[config.mk]
export PLATFORM = sky130hd
export DESIGN_NAME = sgw_top
export DESIGN_NICKNAME = d
export VERILOG_FILES = /design/src/rtl/sgw_pkg.sv /design/src/rtl/sgw_decode.sv /design/src/rtl/sgw_limit.sv /design/src/rtl/sgw_ctrl.sv /design/src/rtl/sgw_top.sv
export SDC_FILE = /design/constraint.sdc
export NUM_CORES = 1
export LEC_CHECK = 0
export ABC_AREA = 1
export BUFFER_PORTS_ARGS = -buffer_cell sky130_fd_sc_hd__buf_4
export CAP_MARGIN = 15
export CORE_MARGIN = 3
export CORE_UTILIZATION = 50
export CTS_BUF_LIST = sky130_fd_sc_hd__clkbuf_4
export DETAILED_ROUTE_END_ITERATION = 10
export PLACE_DENSITY = 0.79
export SYNTH_ARGS = -nofsm -noshare
export SYNTH_HDL_FRONTEND = slang
export SYNTH_SLANG_ARGS = --single-unit
[constraint.sdc]
create_clock -name clk -period 1.9 [get_ports clk]
set_input_delay 0.095 -clock clk [delete_from_list [all_inputs] [get_ports clk]]
set_output_delay 0.095 -clock clk [all_outputs]
set_load 0.005 [all_outputs]
[src/rtl/sgw_pkg.sv]
package sgw_pkg;
  localparam int unsigned WORD_W     = 32;
  localparam int unsigned LEN_BITS   = 28;
  localparam int unsigned FLAG_BIT   = 31;
  localparam int unsigned ENTRY_SIZE = 8;
  localparam int unsigned ADR_OFFSET = 4;

  typedef enum logic [2:0] {
    ST_IDLE     = 3'd0,
    ST_REQ_LEN  = 3'd1,
    ST_WAIT_LEN = 3'd2,
    ST_REQ_ADR  = 3'd3,
    ST_WAIT_ADR = 3'd4,
    ST_EMIT     = 3'd5,
    ST_DONE     = 3'd6
  } walk_state_e;
endpackage

[src/rtl/sgw_decode.sv]
module sgw_decode
  import sgw_pkg::*;
#(
  parameter int unsigned ADDR_KEEP = 31
) (
  input  logic [WORD_W-1:0]   len_word,
  input  logic [WORD_W-1:0]   adr_word,
  output logic [LEN_BITS-1:0] seg_len,
  output logic [WORD_W-1:0]   seg_addr,
  output logic                final_flag
);
  localparam logic [WORD_W-1:0] ADDR_MASK = (WORD_W'(1) << ADDR_KEEP) - WORD_W'(1);

  always_comb begin
    seg_len    = len_word[LEN_BITS-1:0];
    seg_addr   = adr_word & ADDR_MASK;
    final_flag = len_word[FLAG_BIT];
  end
endmodule

[src/rtl/sgw_limit.sv]
module sgw_limit #(
  parameter int unsigned MAX_ENTRIES = 32,
  localparam int unsigned CNT_W      = $clog2(MAX_ENTRIES + 1)
) (
  input  logic             clk,
  input  logic             rst_n,
  input  logic             clr,
  input  logic             inc,
  output logic             at_limit,
  output logic [CNT_W-1:0] count
);
  logic [CNT_W-1:0] count_d;

  always_comb begin
    count_d = count;
    if (clr)      count_d = '0;
    else if (inc) count_d = count + CNT_W'(1);
  end

  always_ff @(posedge clk or negedge rst_n) begin
    if (!rst_n)          count <= '0;
    else if (clr || inc) count <= count_d;
  end

  assign at_limit = (count == CNT_W'(MAX_ENTRIES - 1));

  assert_count_bound_R6: assert property (@(posedge clk) disable iff (!rst_n)
    count <= CNT_W'(MAX_ENTRIES));
endmodule

[src/rtl/sgw_ctrl.sv]
module sgw_ctrl
  import sgw_pkg::*;
#(
  parameter int unsigned MAX_ENTRIES = 32,
  localparam int unsigned CNT_W      = $clog2(MAX_ENTRIES + 1)
) (
  input  logic              clk,
  input  logic              rst_n,
  input  logic              start,
  input  logic [WORD_W-1:0] base_addr,
  output logic              busy,
  output logic              mem_req_valid,
  input  logic              mem_req_ready,
  output logic [WORD_W-1:0] mem_req_addr,
  input  logic              mem_rsp_valid,
  input  logic [WORD_W-1:0] mem_rsp_data,
  output logic [WORD_W-1:0] len_word,
  output logic [WORD_W-1:0] adr_word,
  input  logic              final_flag,
  input  logic              at_limit,
  input  logic [CNT_W-1:0]  count,
  output logic              cnt_clr,
  output logic              cnt_inc,
  output logic              seg_valid,
  input  logic              seg_ready,
  output logic              done,
  output logic              done_err
);
  walk_state_e       state_q, state_d;
  logic [WORD_W-1:0] cursor_q, cursor_d;
  logic              err_q, err_d;
  logic              len_en, adr_en, cursor_en, err_en;
  logic              seg_hs;

  assign seg_hs = seg_valid && seg_ready;

  always_comb begin
    state_d   = state_q;
    cursor_d  = cursor_q;
    err_d     = err_q;
    len_en    = 1'b0;
    adr_en    = 1'b0;
    cursor_en = 1'b0;
    err_en    = 1'b0;
    cnt_clr   = 1'b0;
    cnt_inc   = 1'b0;
    unique case (state_q)
      ST_IDLE: if (start) begin
        state_d   = ST_REQ_LEN;
        cursor_d  = base_addr;
        cursor_en = 1'b1;
        cnt_clr   = 1'b1;
        err_d     = 1'b0;
        err_en    = 1'b1;
      end
      ST_REQ_LEN:  if (mem_req_ready) state_d = ST_WAIT_LEN;
      ST_WAIT_LEN: if (mem_rsp_valid) begin
        len_en  = 1'b1;
        state_d = ST_REQ_ADR;
      end
      ST_REQ_ADR:  if (mem_req_ready) state_d = ST_WAIT_ADR;
      ST_WAIT_ADR: if (mem_rsp_valid) begin
        adr_en  = 1'b1;
        state_d = ST_EMIT;
      end
      ST_EMIT: if (seg_ready) begin
        cnt_inc = 1'b1;
        if (final_flag || at_limit) begin
          state_d = ST_DONE;
          err_d   = !final_flag;
          err_en  = 1'b1;
        end else begin
          state_d   = ST_REQ_LEN;
          cursor_d  = cursor_q + WORD_W'(ENTRY_SIZE);
          cursor_en = 1'b1;
        end
      end
      ST_DONE: state_d = ST_IDLE;
      default: state_d = ST_IDLE;
    endcase
  end

  always_ff @(posedge clk or negedge rst_n) begin
    if (!rst_n) begin
      state_q  <= ST_IDLE;
      cursor_q <= '0;
      err_q    <= 1'b0;
      len_word <= '0;
      adr_word <= '0;
    end else begin
      state_q <= state_d;
      if (cursor_en) cursor_q <= cursor_d;
      if (err_en)    err_q    <= err_d;
      if (len_en)    len_word <= mem_rsp_data;
      if (adr_en)    adr_word <= mem_rsp_data;
    end
  end

  always_comb begin
    busy          = (state_q != ST_IDLE);
    mem_req_valid = (state_q == ST_REQ_LEN) || (state_q == ST_REQ_ADR);
    mem_req_addr  = (state_q == ST_REQ_ADR) ? cursor_q + WORD_W'(ADR_OFFSET) : cursor_q;
    seg_valid     = (state_q == ST_EMIT);
    done          = (state_q == ST_DONE);
    done_err      = (state_q == ST_DONE) && err_q;
  end

  assert_hold_R5: assert property (@(posedge clk) disable iff (!rst_n)
    seg_valid && !seg_ready |=> seg_valid && $stable(len_word) && $stable(adr_word));
  assert_no_overlap_R1: assert property (@(posedge clk) disable iff (!rst_n)
    !(seg_valid && mem_req_valid));
  assert_req_stable_R1: assert property (@(posedge clk) disable iff (!rst_n)
    mem_req_valid && !mem_req_ready |=> mem_req_valid && $stable(mem_req_addr));
  assert_done_pulse_R7: assert property (@(posedge clk) disable iff (!rst_n)
    done |=> !done);
  assert_done_after_hs_R7: assert property (@(posedge clk) disable iff (!rst_n)
    $rose(done) |-> $past(seg_hs));
  assert_err_full_R6: assert property (@(posedge clk) disable iff (!rst_n)
    done && done_err |-> count == CNT_W'(MAX_ENTRIES));
  assert_idle_quiet_R9: assert property (@(posedge clk) disable iff (!rst_n)
    !busy |-> !mem_req_valid && !seg_valid && !done);
endmodule

[src/rtl/sgw_top.sv]
module sgw_top
  import sgw_pkg::*;
#(
  parameter int unsigned MAX_ENTRIES = 32,
  parameter int unsigned ADDR_KEEP   = 31
) (
  input  logic                clk,
  input  logic                rst_n,
  input  logic                start,
  input  logic [31:0]         base_addr,
  output logic                busy,
  output logic                mem_req_valid,
  input  logic                mem_req_ready,
  output logic [31:0]         mem_req_addr,
  input  logic                mem_rsp_valid,
  input  logic [31:0]         mem_rsp_data,
  output logic                seg_valid,
  input  logic                seg_ready,
  output logic [31:0]         seg_addr,
  output logic [27:0]         seg_len,
  output logic                seg_last,
  output logic                done,
  output logic                done_err
);
  localparam int unsigned CNT_W = $clog2(MAX_ENTRIES + 1);

  logic [WORD_W-1:0] len_word, adr_word;
  logic              final_flag, at_limit, cnt_clr, cnt_inc;
  logic [CNT_W-1:0]  count;

  sgw_ctrl #(.MAX_ENTRIES(MAX_ENTRIES)) u_ctrl (
    .clk(clk), .rst_n(rst_n), .start(start), .base_addr(base_addr), .busy(busy),
    .mem_req_valid(mem_req_valid), .mem_req_ready(mem_req_ready),
    .mem_req_addr(mem_req_addr), .mem_rsp_valid(mem_rsp_valid),
    .mem_rsp_data(mem_rsp_data), .len_word(len_word), .adr_word(adr_word),
    .final_flag(final_flag), .at_limit(at_limit), .count(count),
    .cnt_clr(cnt_clr), .cnt_inc(cnt_inc), .seg_valid(seg_valid),
    .seg_ready(seg_ready), .done(done), .done_err(done_err)
  );

  sgw_limit #(.MAX_ENTRIES(MAX_ENTRIES)) u_limit (
    .clk(clk), .rst_n(rst_n), .clr(cnt_clr), .inc(cnt_inc),
    .at_limit(at_limit), .count(count)
  );

  sgw_decode #(.ADDR_KEEP(ADDR_KEEP)) u_decode (
    .len_word(len_word), .adr_word(adr_word), .seg_len(seg_len),
    .seg_addr(seg_addr), .final_flag(final_flag)
  );

  assign seg_last = final_flag;

  assert_last_ends_R4: assert property (@(posedge clk) disable iff (!rst_n)
    seg_valid && seg_ready && seg_last |=> done && !done_err);
endmodule

==> results.md <==
- Setup repair after global routing could not meet its margin everywhere.
- Ranked by total cell area, the synthesized netlist is headed by sky130_fd_sc_hd__dfrtp_1 (45%), sky130_fd_sc_hd__nand2_1 (17%), sky130_fd_sc_hd__nor2_1 (6.0%).
- The share of synthesized area occupied by flip-flops and latches is 44.8%.
- The cell class contributing the biggest share of worst-path delay is simple AND/OR/NAND/NOR gates.
- The weighted congestion reported at the end of routability-driven placement is 0.900.
- The launch point of the worst path is u_ctrl.cursor_q[9].
- Using the TritonRoute via totals, the vias-per-cell ratio works out to 5.13.
- Synthesis produced 781 cells.
- The initial core utilization is 51.9%.
- The utilization after layout is 77.9%.
- The relative max-transition margin is 62.8%.
- The top-area cell type share of the netlist area is 44.8%.
- The classification of the worst-slack hold path is in2reg.
- The cell total after placement is 1071.
- Counting every sink on the clock net gives 102.
- The worst setup path is captured at an output port.
- TritonCTS built the clock tree.
- The maximum number of pins on one net before global-route repair is 59.
- The register bit total from synthesis is 102.
- The critical path class is reg2out.
- Based on the critical path, the design can be clocked at up to 470 MHz.
- Dividing the detail-routed wire length by the instance count gives 15.2 um.
- The layout-stage area growth over the synthesis result is 50.2%.
- The largest single stage delay on the critical path is 500 ps.
- In the routed design, unresolved DRC markers number 0.
- No sink is reached through more buffers than the 2 on the longest clock path.
- The combined area of the multi-input logic cells is 2980 um2.
- The register area is 2570 um2.
- The worst setup skew after layout is 12.7 ps.
- For this run, the total global-route usage over all layers was measured as 26.6%.
- IR analysis of the VDD net gives a maximum drop of 0.000807 V.
- The total core area is 11000 um2.
- The die covers 12700 um2.
- The startpoint of the most critical register-to-register path is u_ctrl.cursor_q[3].
- The maximum level of the CTS H-tree is 3.
- The final worst setup slack is -229 ps.
- For this design, the slowest cell found on the critical path is sky130_fd_sc_hd__dfrtp_1.
- The detailed-route via count is 6067.
- Yosys mapped the design onto 42 distinct sky130hd cell types.
- For this run, asynchronously set or reset flops after synthesis account for 100%.
- The total wirelength of the detailed-routed design is 18.0 mm.
- The final reports fail on setup timing.
- 168 I/O pins were placed.
- The number of placement rows is 38.
- After filler insertion, the fill cell instance count of the layout stands at 708.
- After layout, the worst path uses 112% of the clock period.
- Timing analysis after detailed placement gives a worst setup slack of 55.5 ps.
- The signal on the critical path passes through nand2_1, nor2_1, inv_1, nor2_4, nand2_2, xor2_2, buf_4.
- The critical path required time is 1800 ps.
- The cell taking the most area after synthesis is sky130_fd_sc_hd__dfrtp_1.
- Data on the critical path arrives at its endpoint at 2030 ps.
- The worst path in the final design needs a cycle of 2130 ps, including I/O delays and setup.
- In the synthesized netlist the dominant register cell turns out to be sky130_fd_sc_hd__dfrtp_1.
- The count of max-cap constraint violations is 0.
- The number of hold-slack violations in the final timing report came to 0.
- The first-pass GRT wire length is 27.6 mm.
- The initial antenna violation count came to 0.
- The measured slew at the worst slew-check pin is 557 ps.
- The max-slew violation count came to 0.
- The flow ran to the end, but the final reports show violations.
- At the later pin of the worst-skew pair, clock insertion delay measures 470 ps.
- Yosys printed 0 warnings.
- Setup violations remaining at the end of the flow were counted as 26.
- The via count of the first global-routing pass is 5626.
- The number of buffers created by CTS is 9.
- The die width is 113 um.
- The post-synth net total is 854.
- The leftover overflow at the end of global routing is 0.
- In this run the remaining antenna-violating nets after routing total 0.
- The leakage power figure is 4.21 nW.
- The count of input and output buffers is 166.
- The total placed instance area is 7130 um2.
- The cell area that synthesis handed to floorplanning was 5700 um2.
- The first detailed-routing pass ran for 5 iterations.
- The startpoint of the most critical hold path is start.
- The final instance area is 8550 um2.
- The fraction of final layout cells sized beyond drive strength 1 is 31.9%.
- The die is 113 um tall.
- After clock tree synthesis, the clock-pin slew on the worst setup and hold paths is 170 ps.
- The count of cells in the finished layout, fillers not included, comes to 1183.
- The sum of buffers and inverters on the critical path is 2.
- The startpoint type of the worst setup path is a flop.
- Summed over all nets, the half-perimeter wirelength after detailed placement is 11.0 mm.
- The number of enable flip-flop cells after synthesis is 0.
- In this run the worst path has a maximum fanout of 6.
- The antenna cell count is 0.
- Dividing total power by cell area gives a power density of 1330 nW/um2.
- The cell at the root of the clock tree is sky130_fd_sc_hd__clkbuf_4.
- The number of violations reported at the end of detailed-routing iteration 0 is 435.
- The net count of the finished layout is 1112.
- Each instance of the synthesized netlist takes up on average 7.29 um2.
## cells by family after synthesis
logic type / synth area share, %
other: 0.0658
multiplexers: 0.593
XOR/XNOR: 2.77
AO/OA/AOI/OAI: 11.3
AND/OR/NAND/NOR: 31.3
adder cells (fa/ha/maj): 0.659
flip-flops: 44.8
buffers and inverters: 8.46
## final cells by class
type / count / share of cell area [%]
Clock inverter: 6 / 0.878
Sequential cell: 102 / 30.0
Timing Repair Buffer: 278 / 27.8
Tap cell: 140 / 2.05
Clock buffer: 9 / 0.790
Multi-Input combinational cell: 568 / 34.9
Inverter: 80 / 3.61
## cell usage in the layout, fill, tap and decap left out, types with 2 or more instances in the layout
master / count
sky130_fd_sc_hd__buf_12: 5
sky130_fd_sc_hd__nand2_2: 20
sky130_fd_sc_hd__nor2_2: 13
sky130_fd_sc_hd__dlygate4sd3_1: 65
sky130_fd_sc_hd__nand3_4: 3
sky130_fd_sc_hd__xor2_2: 6
sky130_fd_sc_hd__buf_6: 3
sky130_fd_sc_hd__inv_2: 4
sky130_fd_sc_hd__or2_2: 3
sky130_fd_sc_hd__o21ai_1: 43
sky130_fd_sc_hd__inv_1: 73
sky130_fd_sc_hd__dfrtp_1: 91
sky130_fd_sc_hd__nand2_1: 237
sky130_fd_sc_hd__inv_4: 2
sky130_fd_sc_hd__o21ai_2: 10
sky130_fd_sc_hd__clkbuf_16: 2
sky130_fd_sc_hd__clkinvlp_4: 2
sky130_fd_sc_hd__dfrtp_2: 11
sky130_fd_sc_hd__nand3_2: 7
sky130_fd_sc_hd__xor2_1: 9
sky130_fd_sc_hd__nand2_4: 4
sky130_fd_sc_hd__ha_4: 2
sky130_fd_sc_hd__buf_4: 202
sky130_fd_sc_hd__a21oi_1: 8
sky130_fd_sc_hd__o21ai_0: 51
sky130_fd_sc_hd__inv_6: 3
sky130_fd_sc_hd__nor2_1: 74
sky130_fd_sc_hd__nand4_1: 8
sky130_fd_sc_hd__nand2_8: 2
sky130_fd_sc_hd__xnor2_1: 2
sky130_fd_sc_hd__o211ai_1: 2
sky130_fd_sc_hd__nor2_4: 13
sky130_fd_sc_hd__clkbuf_4: 9
sky130_fd_sc_hd__mux2_1: 3
sky130_fd_sc_hd__nand3_1: 35
## state kept, by name, summed over array words and instances (netlist names)
signal	flops
u_ctrl.adr_word	31
u_ctrl.len_word	29
u_ctrl.state_q	3
u_ctrl.cursor_q	32
u_ctrl.err_q	1
u_limit.count	6
## per-stage QoR
stage / total power [mW] / TNS (ps) / hold slack [ps]
final: 11.3 / -3630 / 63.9
after global routing: 12.2 / -6840 / 35.0
after CTS: 10.6 / -4110 / 18.6
after detailed placement: 9.02 / 0 / 73.9
after global placement: 8.91 / 0 / 69.6
after floorplan: 6.55 / 0 / -201
## where the power goes
part	switching [mW]	internal, mW
Combinational	3.02	2.98
Sequential	0.940	3.18
Clock	0.799	0.418
## path summary, 6_finish.rpt
check	endpoint	slack, ps	cells past startpoint
worst max-delay path	mem_req_addr[18]	-230	7
worst min-delay path	u_ctrl.state_q[0]	60	4
worst max register to register	u_ctrl.cursor_q[20]	-20	12
worst min register to register	u_ctrl.len_word[5]	510	2
max in group asynchronous	u_ctrl.cursor_q[13]	1210	3
min in group asynchronous	u_limit.count[0]	90	2
## worst reg2reg max path, delay by kind of cell, from the launching register on
kind	cells	cell delay [ps]
DFF	1	440
and+or+nand+nor	8	1010
buffers and inverters	4	380
## routing by layer
layer | up-vias | part of all wire (%) | global-route usage, %
met5 | - | 0 | 0
met4 | 0 | 2.1 | 6.33
met3 | 30 | 9.9 | 8.93
met2 | 271 | 48 | 44.5
met1 | 2789 | 39 | 33.4
li1 | 2977 | - | -
## Yosys cell counts (2+ instances only)
cell                       count
sky130_fd_sc_hd__nor2_2        6
sky130_fd_sc_hd__mux2_1        3
sky130_fd_sc_hd__ha_1          3
sky130_fd_sc_hd__a21oi_1       8
sky130_fd_sc_hd__nand3_1      41
sky130_fd_sc_hd__o211ai_1      2
sky130_fd_sc_hd__buf_6         3
sky130_fd_sc_hd__xor2_1       15
sky130_fd_sc_hd__nand2_8       2
sky130_fd_sc_hd__nand3_2       3
sky130_fd_sc_hd__o21ai_1      43
sky130_fd_sc_hd__or2_2         3
sky130_fd_sc_hd__buf_4         7
sky130_fd_sc_hd__nor2_4        3
sky130_fd_sc_hd__inv_1        76
sky130_fd_sc_hd__inv_2         2
sky130_fd_sc_hd__nand2_1     259
sky130_fd_sc_hd__buf_2        11
sky130_fd_sc_hd__xnor2_1       3
sky130_fd_sc_hd__nor2_1       91
sky130_fd_sc_hd__nand4_1       8
sky130_fd_sc_hd__clkbuf_1      9
sky130_fd_sc_hd__dfrtp_1     102
sky130_fd_sc_hd__o21ai_0      60
## what timing repair did
action	CTS	global route
hold endpoints to repair	196	0
cloned	0	2
endpoints found under the setup margin	25	48
setup buffers	12	18
gates resized for setup	42	66
hold buffers	65	0
pin swaps	12	14
(Power assumes the default switching activity.)
